File: config.mk
export PLATFORM = sky130hd
export DESIGN_NAME = wr_issue_sched
export DESIGN_NICKNAME = d
export VERILOG_FILES = /design/src/rtl/wr_issue_pkg.sv /design/src/rtl/wi_rdy_hist.sv /design/src/rtl/wi_slot_timer.sv /design/src/rtl/wi_judge.sv /design/src/rtl/wr_issue_sched.sv
export SDC_FILE = /design/constraint.sdc
export NUM_CORES = 1
export LEC_CHECK = 0
export BUFFER_PORTS_ARGS = -buffer_cell sky130_fd_sc_hd__buf_2
export CAP_MARGIN = 25
export CORE_MARGIN = 2
export CORE_UTILIZATION = 52
export CTS_CLUSTER_DIAMETER = 30
export DETAILED_ROUTE_END_ITERATION = 8
export PLACE_DENSITY = 0.86
export SYNTH_ARGS = -nofsm -noshare
export SYNTH_HDL_FRONTEND = slang
export SYNTH_SLANG_ARGS = --single-unit
File: constraint.sdc
create_clock -name clk -period 3.33 [get_ports clk]
set_clock_uncertainty 0.1 [all_clocks]
set_input_delay 0.666 -clock clk [delete_from_list [all_inputs] [get_ports clk]]
set_output_delay 0.666 -clock clk [all_outputs]
set_load 0.01 [all_outputs]
File: src/rtl/wr_issue_pkg.sv
package wr_issue_pkg;

    typedef enum logic [1:0] {
        MODE_BASIC     = 2'b00,
        MODE_REISSUE   = 2'b01,
        MODE_PIPE      = 2'b10,
        MODE_BASIC_ALT = 2'b11
    } wmode_e;

    // ready samples as seen in the current cycle
    typedef struct packed {
        logic now;   // ready in this cycle
        logic prev;  // ready one cycle back
        logic back;  // ready at the lookback distance
    } rdy_hist_t;

    // outcome of the attempt in the current cycle
    typedef struct packed {
        logic accept;
        logic extra;
        logic fail;
    } verdict_t;

    function automatic logic is_fast(input logic [1:0] m);
        return (m == MODE_REISSUE) || (m == MODE_PIPE);
    endfunction

    function automatic logic is_pipe(input logic [1:0] m);
        return m == MODE_PIPE;
    endfunction

endpackage

File: src/rtl/wi_rdy_hist.sv
module wi_rdy_hist
    import wr_issue_pkg::*;
#(
    parameter int LOOKBACK = 2
) (
    input  logic      clk,
    input  logic      rst,
    input  logic      wr_rdy_n,
    output rdy_hist_t hist
);
    logic [LOOKBACK:1] past_q;
    logic              rdy_now;

    assign rdy_now = ~wr_rdy_n;

    // history registers start as "not ready" after reset
    always_ff @(posedge clk) begin
        if (rst) begin
            past_q <= '0;
        end else begin
            past_q <= {past_q[LOOKBACK-1:1], rdy_now};
        end
    end

    always_comb begin
        hist.now  = rdy_now;
        hist.prev = past_q[1];
        hist.back = past_q[LOOKBACK];
    end
endmodule

File: src/rtl/wi_slot_timer.sv
module wi_slot_timer
    import wr_issue_pkg::*;
#(
    parameter int BASIC_GAP = 3,
    parameter int FAST_GAP  = 1
) (
    input  logic       clk,
    input  logic       rst,
    input  logic [1:0] mode,
    input  logic       attempt,
    output logic       slot_open
);
    localparam int MAXGAP = (BASIC_GAP > FAST_GAP) ? BASIC_GAP : FAST_GAP;
    localparam int CW     = (MAXGAP < 2) ? 1 : $clog2(MAXGAP + 1);
    localparam logic [CW-1:0] BASIC_LOAD = CW'(BASIC_GAP - 1);
    localparam logic [CW-1:0] FAST_LOAD  = CW'(FAST_GAP - 1);

    logic [CW-1:0] gap_q;

    always_ff @(posedge clk) begin
        if (rst) begin
            gap_q <= '0;
        end else if (attempt) begin
            gap_q <= is_fast(mode) ? FAST_LOAD : BASIC_LOAD;
        end else if (gap_q != '0) begin
            gap_q <= gap_q - 1'b1;
        end
    end

    assign slot_open = !attempt && (gap_q == '0);
endmodule

File: src/rtl/wi_judge.sv
module wi_judge
    import wr_issue_pkg::*;
(
    input  logic       clk,
    input  logic       rst,
    input  logic [1:0] mode,
    input  logic       attempt,
    input  rdy_hist_t  hist,
    output verdict_t   verdict,
    output logic       launch_block
);
    logic hold_q;
    logic release_ok;
    logic normal_ok;
    logic extra_ok;

    assign normal_ok  = attempt && hist.now && hist.back;
    assign extra_ok   = attempt && is_pipe(mode) && !hist.now && hist.back && !hold_q;
    assign release_ok = hist.now && hist.prev;

    always_comb begin
        verdict.accept = normal_ok || extra_ok;
        verdict.extra  = extra_ok;
        verdict.fail   = attempt && !(normal_ok || extra_ok);
    end

    assign launch_block = hold_q && !release_ok;

    always_ff @(posedge clk) begin
        if (rst) begin
            hold_q <= 1'b0;
        end else if (hold_q && release_ok) begin
            hold_q <= 1'b0;
        end else if (extra_ok) begin
            hold_q <= 1'b1;
        end
    end
endmodule

File: src/rtl/wr_issue_sched.sv
module wr_issue_sched
    import wr_issue_pkg::*;
#(
    parameter int ADDR_W    = 32,
    parameter int DATA_W    = 32,
    parameter int BASIC_GAP = 3,
    parameter int FAST_GAP  = 1,
    parameter int LOOKBACK  = 2
) (
    input  logic              clk,
    input  logic              rst,
    input  logic [1:0]        mode,
    input  logic              q_valid,
    input  logic [ADDR_W-1:0] q_addr,
    input  logic [DATA_W-1:0] q_data,
    input  logic              wr_rdy_n,
    output logic              bus_valid,
    output logic [ADDR_W-1:0] bus_addr,
    output logic [DATA_W-1:0] bus_data,
    output logic              q_pop
);
    rdy_hist_t         hist;
    verdict_t          verdict;
    logic              slot_open;
    logic              launch_block;
    logic              launch_any;
    logic              launch_new;
    logic              pend_q;
    logic              valid_q;
    logic [ADDR_W-1:0] addr_q;
    logic [DATA_W-1:0] data_q;

    wi_rdy_hist #(.LOOKBACK(LOOKBACK)) u_hist (
        .clk      (clk),
        .rst      (rst),
        .wr_rdy_n (wr_rdy_n),
        .hist     (hist)
    );

    wi_slot_timer #(.BASIC_GAP(BASIC_GAP), .FAST_GAP(FAST_GAP)) u_timer (
        .clk       (clk),
        .rst       (rst),
        .mode      (mode),
        .attempt   (valid_q),
        .slot_open (slot_open)
    );

    wi_judge u_judge (
        .clk          (clk),
        .rst          (rst),
        .mode         (mode),
        .attempt      (valid_q),
        .hist         (hist),
        .verdict      (verdict),
        .launch_block (launch_block)
    );

    // a refused write is re-driven from the held copy; new work comes from the head
    assign launch_any = slot_open && !launch_block && (pend_q || q_valid);
    assign launch_new = launch_any && !pend_q;

    always_ff @(posedge clk) begin
        if (rst) begin
            valid_q <= 1'b0;
            pend_q  <= 1'b0;
            addr_q  <= '0;
            data_q  <= '0;
        end else begin
            valid_q <= launch_any;
            if (launch_new) begin
                addr_q <= q_addr;
                data_q <= q_data;
            end
            if (verdict.fail) begin
                pend_q <= 1'b1;
            end else if (verdict.accept) begin
                pend_q <= 1'b0;
            end
        end
    end

    assign bus_valid = valid_q;
    assign bus_addr  = addr_q;
    assign bus_data  = data_q;
    assign q_pop     = verdict.accept;
endmodule

==> Word level (Yosys, flattened, before mapping) <==
Cells that the tools add are included.
{ "totals": {"elab_cells": 44, "inputBits": 70, "ram_bits": 0, "output_inout_bits": 66, "register_bits": 71, "latchBits": 0, "mem_bits_ro": 0, "mem_count": 0} }
{ "op_classes": {"mul": 0, "n_reduce_logical": 28, "n_shift": 0, "n_bitwise": 1, "muxes": 5, "order_cmp": 0, "addsub": 1, "div": 0, "eq_ne": 2} }
{ "op_table": {"columns": ["cell", "n"], "rows": [
  ["logical AND 1 bit", 14],
  ["logical NOT 1 bit", 6],
  ["two-way mux 2 bit", 3],
  ["nonzero test 2 bit", 3],
  ["logical OR 1 bit", 3],
  ["== test 2 x 1 -> 1 bit, second input constant", 1],
  ["== test 2 bit, second input constant", 1],
  ["logical NOT 2 bit", 1],
  ["two-way mux 1 bit", 2],
  ["OR reduction 2 bit", 1],
  ["subtractor 2 x 1 -> 2 bit, second input constant", 1],
  ["NOT 1 bit", 1]
]} }

==> Depth between registers and ports, before layout <==
{ "depth": {"ltp_word": 9, "mapped_depth": 7, "mapped_depth_nobuf": 5} }

==> Hierarchy <==
A second synthesis with hierarchy kept.
{ "hier_totals": {"cells_unflattened": 317, "area_unflattened_um2": 3269.4} }
{ "by_module_without_submodules": {"columns": ["mod", "instances", "seq_area_each_um2", "area_each_um2", "cells_each"], "rows": [
  ["wr_issue_sched", 1, 1321.3, 2989.1, 285],
  ["wi_slot_timer", 1, 40.0, 116.4, 13],
  ["wi_judge", 1, 20.0, 102.6, 13],
  ["wi_rdy_hist", 1, 40.0, 61.3, 6]
]} }

==> Least setup slack after synthesis <==
Ideal clock, no wire load.
{ "synth_timing": {"path_kind": "input -> output", "from": "in mode[0]", "to": "out q_pop", "cell_stages": 4, "required_time_ns": 2.564, "path_buffers": 0, "t_arrival_ns": 1.168, "setup_slack_ns": 1.396, "path_cell_list": "inv_1 ha_1 nand2b_1 a21oi_1"} }
{ "synth_via": {"elab_chain_cells": 6} }
{ "synth_lines": {"columns": ["element", "line", "rtl"], "rows": [
  ["start, declared", "wr_issue_sched.sv:12", "input logic [1:0] mode,"],
  ["== test 2 bit", "wr_issue_pkg.sv:29", "return m == MODE_PIPE;"],
  ["logical AND 1 bit (4 in series)", "wi_judge.sv:18", "assign extra_ok = attempt && is_pipe(mode) && !hist.now && hist.back && !hold_q;"],
  ["logical OR 1 bit", "wi_judge.sv:22", "verdict.accept = normal_ok || extra_ok;"],
  ["end, declared", "wr_issue_sched.sv:20", "output logic q_pop"]
]} }
Every way passes these cells.

==> Worst setup path in the final report <==
Same ends and word-level chain as after synthesis.

==> impl_metrics.env <==
export IMPL_run_status="finished clean"
export IMPL_drive_gt1_share_pct=35.4
export IMPL_p_leak_nw=1.88
export IMPL_first_iter_violations=90
export IMPL_first_global_vias=2504
export IMPL_preCtsSetupSlack_ns=0.972
export IMPL_post_route_period_util_pct=65.9
export IMPL_dieArea_sq_um=6900
export IMPL_min_delay_path_class="reg -> reg"
export IMPL_fin_setup_tns_ns=0
export IMPL_syn_num_nets=385
export IMPL_start_util_pct=54.3
export IMPL_yosys_area_top_type="dfxtp_1"
export IMPL_clk_latency_ns=0.33
export IMPL_required_ns=2.56
export IMPL_rows=28
export IMPL_cp_slowest_stage_delay_ns=0.20
export IMPL_final_cell_mix="135 x buf_2, 129 x nand2b_1, 71 x dfxtp_1"
export IMPL_synthesis_area_sq_um=3250
export IMPL_nets=511
export IMPL_die_height_um=83.1
export IMPL_cp_start_kind="input port"
export IMPL_wire_per_inst_um=12.4
export IMPL_crit_path_top_delay_cell="a21oi_1"
export IMPL_grt_overflow=0
export IMPL_fillers=488
export IMPL_drt_vias_per_instance=4.74
export IMPL_finalWeightedCongestion=0.762
export IMPL_slew_headroom_pct=55.0
export IMPL_clkTransAtPathRegs_ns=0.07
export IMPL_cts_sinks=71
export IMPL_seq_area_sq_um=1420
export IMPL_dp_hpwl_mm=4.57
export IMPL_layout_commonest_cell="buf_2"
export IMPL_cts_buffer_depth=2
export IMPL_worstSetupEndpointType="output pin"
export IMPL_finalHoldViolations=0
export IMPL_io_buffers=135
export IMPL_cts_hold_buf=0
export IMPL_critPathArrivalTime_ns=1.43
export IMPL_p_per_area_nw_per_um2=646
export IMPL_htree_num_levels=3
export IMPL_syn_inst=313
export IMPL_min_period_ns=2.19
export IMPL_path_class="in -> out"
export IMPL_finalSetupViolations=0
export IMPL_core_sq_um=5990
export IMPL_first_pass_iters=4
export IMPL_cts_tree="yes"
export IMPL_slew_viol_final=0
export IMPL_grt_pass1_wl_mm=11.0
export IMPL_fin_cells=519
export IMPL_postCtsSetupRepairBufs=0
export IMPL_diodes=0
export IMPL_ant_nets=0
export IMPL_clockRootBuffer="clkbuf_8"
export IMPL_fin_ws_ns=1.14
export IMPL_ctsResizeCount=0
export IMPL_crit_top_cell="buf_2"
export IMPL_async_flop_share_pct=0
export IMPL_ys_types=21
export IMPL_top_level_ports=136
export IMPL_crit_path_max_fanout=2
export IMPL_synth_area_leaders="dfxtp_1 44%, nand2b_1 25%, mux2i_1 20%, buf_12 4.3%, clkbuf_1 1.6%"
export IMPL_cap_violations=0
export IMPL_irDropWorstVdd_mv=0.389
export IMPL_drc=0
export IMPL_worstMarginPinSlew_ns=0.675
export IMPL_ys_flop_type="dfxtp_1"
export IMPL_ys_warn_count=0
export IMPL_synth_seq_cells=71
export IMPL_synth_edf_count=0
export IMPL_grt_max_degree=80
export IMPL_drt_wl_total_mm=6.43
export IMPL_grt_usage_pct=19.2
export IMPL_netlist_area_leader_share_pct=43.7
export IMPL_vias=2458
export IMPL_rsz0062_at_grt="false"
export IMPL_multi_input_area_sq_um=1620
export IMPL_antenna_found_initial=0
export IMPL_die_w_um=83.1
export IMPL_synth_seq_area_share_pct=43.7
export IMPL_crit_chain="buf_2 > inv_1 > ha_1 > nand2b_1 > a21oi_1 > buf_2"
export IMPL_area_growth_pct=24.6
export IMPL_max_freq_mhz=456
export IMPL_dp_cells=503
export IMPL_synth_area_per_cell_sq_um=10.4
export IMPL_cts_buffers=9
flip-flops by register name, summed over array words and instances (netlist names):
signal and flops:
pend_q 1, u_judge.hold_q 1, bus_data 32, bus_valid 1, bus_addr 32, u_timer.gap_q 2, u_hist.past_q 2
stage by stage:
step | power [mW] | instance area, sq um | hold slack (ns) | utilization [%]
final | 2.62 | 4050 | 0.372 | 67.6
after global routing | 2.77 | 4050 | 0.390 | 67.6
after CTS | 2.65 | 4050 | 0.375 | 67.6
after detailed placement | 1.97 | 3850 | 0.357 | 64.3
after global placement | 1.94 | 3850 | 0.354 | 64.3
after floorplan | 1.80 | 3250 | 0.371 | -
path summary, 6_finish.rpt:
| path | from | to | slack, ns | cells after the start |
|---|---|---|---|---|
| setup / recovery | mode[0] | q_pop | 1.14 | 6 |
| hold reg to reg | bus_addr[8]$_SDFFE_PP0P_ | bus_addr[8]$_SDFFE_PP0P_ | 0.37 | 2 |
| setup reg to reg | u_timer.gap_q[0]$_SDFFE_PP0P_ | bus_addr[14]$_SDFFE_PP0P_ | 1.24 | 6 |
| hold / removal | bus_addr[8]$_SDFFE_PP0P_ | bus_addr[8]$_SDFFE_PP0P_ | 0.37 | 2 |
cell usage after synthesis (2+ instances only):
master and count:
buf_12 7, buf_2 2, ha_1 2, nand2_1 3, a21oi_1 3, nor3_1 3
mux2i_1 64, inv_1 3, dfxtp_1 71, clkbuf_1 14, nor2_1 3, nand2b_1 129
kinds of logic after synthesis:
logic type      Yosys count  share of synthesized area (%)
flops                    71                           43.7
xor+xnor                  1                          0.269
fa+ha+maj                 2                          0.769
simple gates            144                           27.4
mux                      64                           19.7
buf+inv                  26                           6.58
compound gates            5                           1.58
critical path: cells and delay by family:
family	cells	cell delay [ns]
buffers and inverters	3	0.31
and+or+nand+nor	1	0.07
adders and majority gates	1	0.17
AOI/OAI and AO/OA	1	0.20
where the power goes:
| group | total, mW | switching (mW) | leakage (nW) | internal (mW) |
|---|---|---|---|---|
| combinational | 0.802 | 0.409 | 1.21 | 0.394 |
| sequential | 1.14 | 0.102 | 0.581 | 1.04 |
| clock | 0.675 | 0.313 | 0.0981 | 0.362 |
| total | 2.62 | 0.824 | 1.88 | 1.79 |
area by class of cell:
cell class | instances | share of cell area (%)
Tap cell | 75 | 2.32
Sequential cell | 71 | 35.1
Inverter | 3 | 0.278
Clock inverter | 6 | 1.48
Multi-Input combinational cell | 216 | 39.9
Timing Repair Buffer | 138 | 17.5
Clock buffer | 10 | 3.40
per-layer routing:
metal  part of all wire, %  up-vias  global-route usage [%]
met3                   7.6        9                    6.16
met1                    43     1102                    21.9
met2                    48       93                    32.8
met4                   1.5        0                    8.05
met5                     0        -                       0
li1                      -     1254                       -
Note: power is estimated with default switching activity, not from simulation.
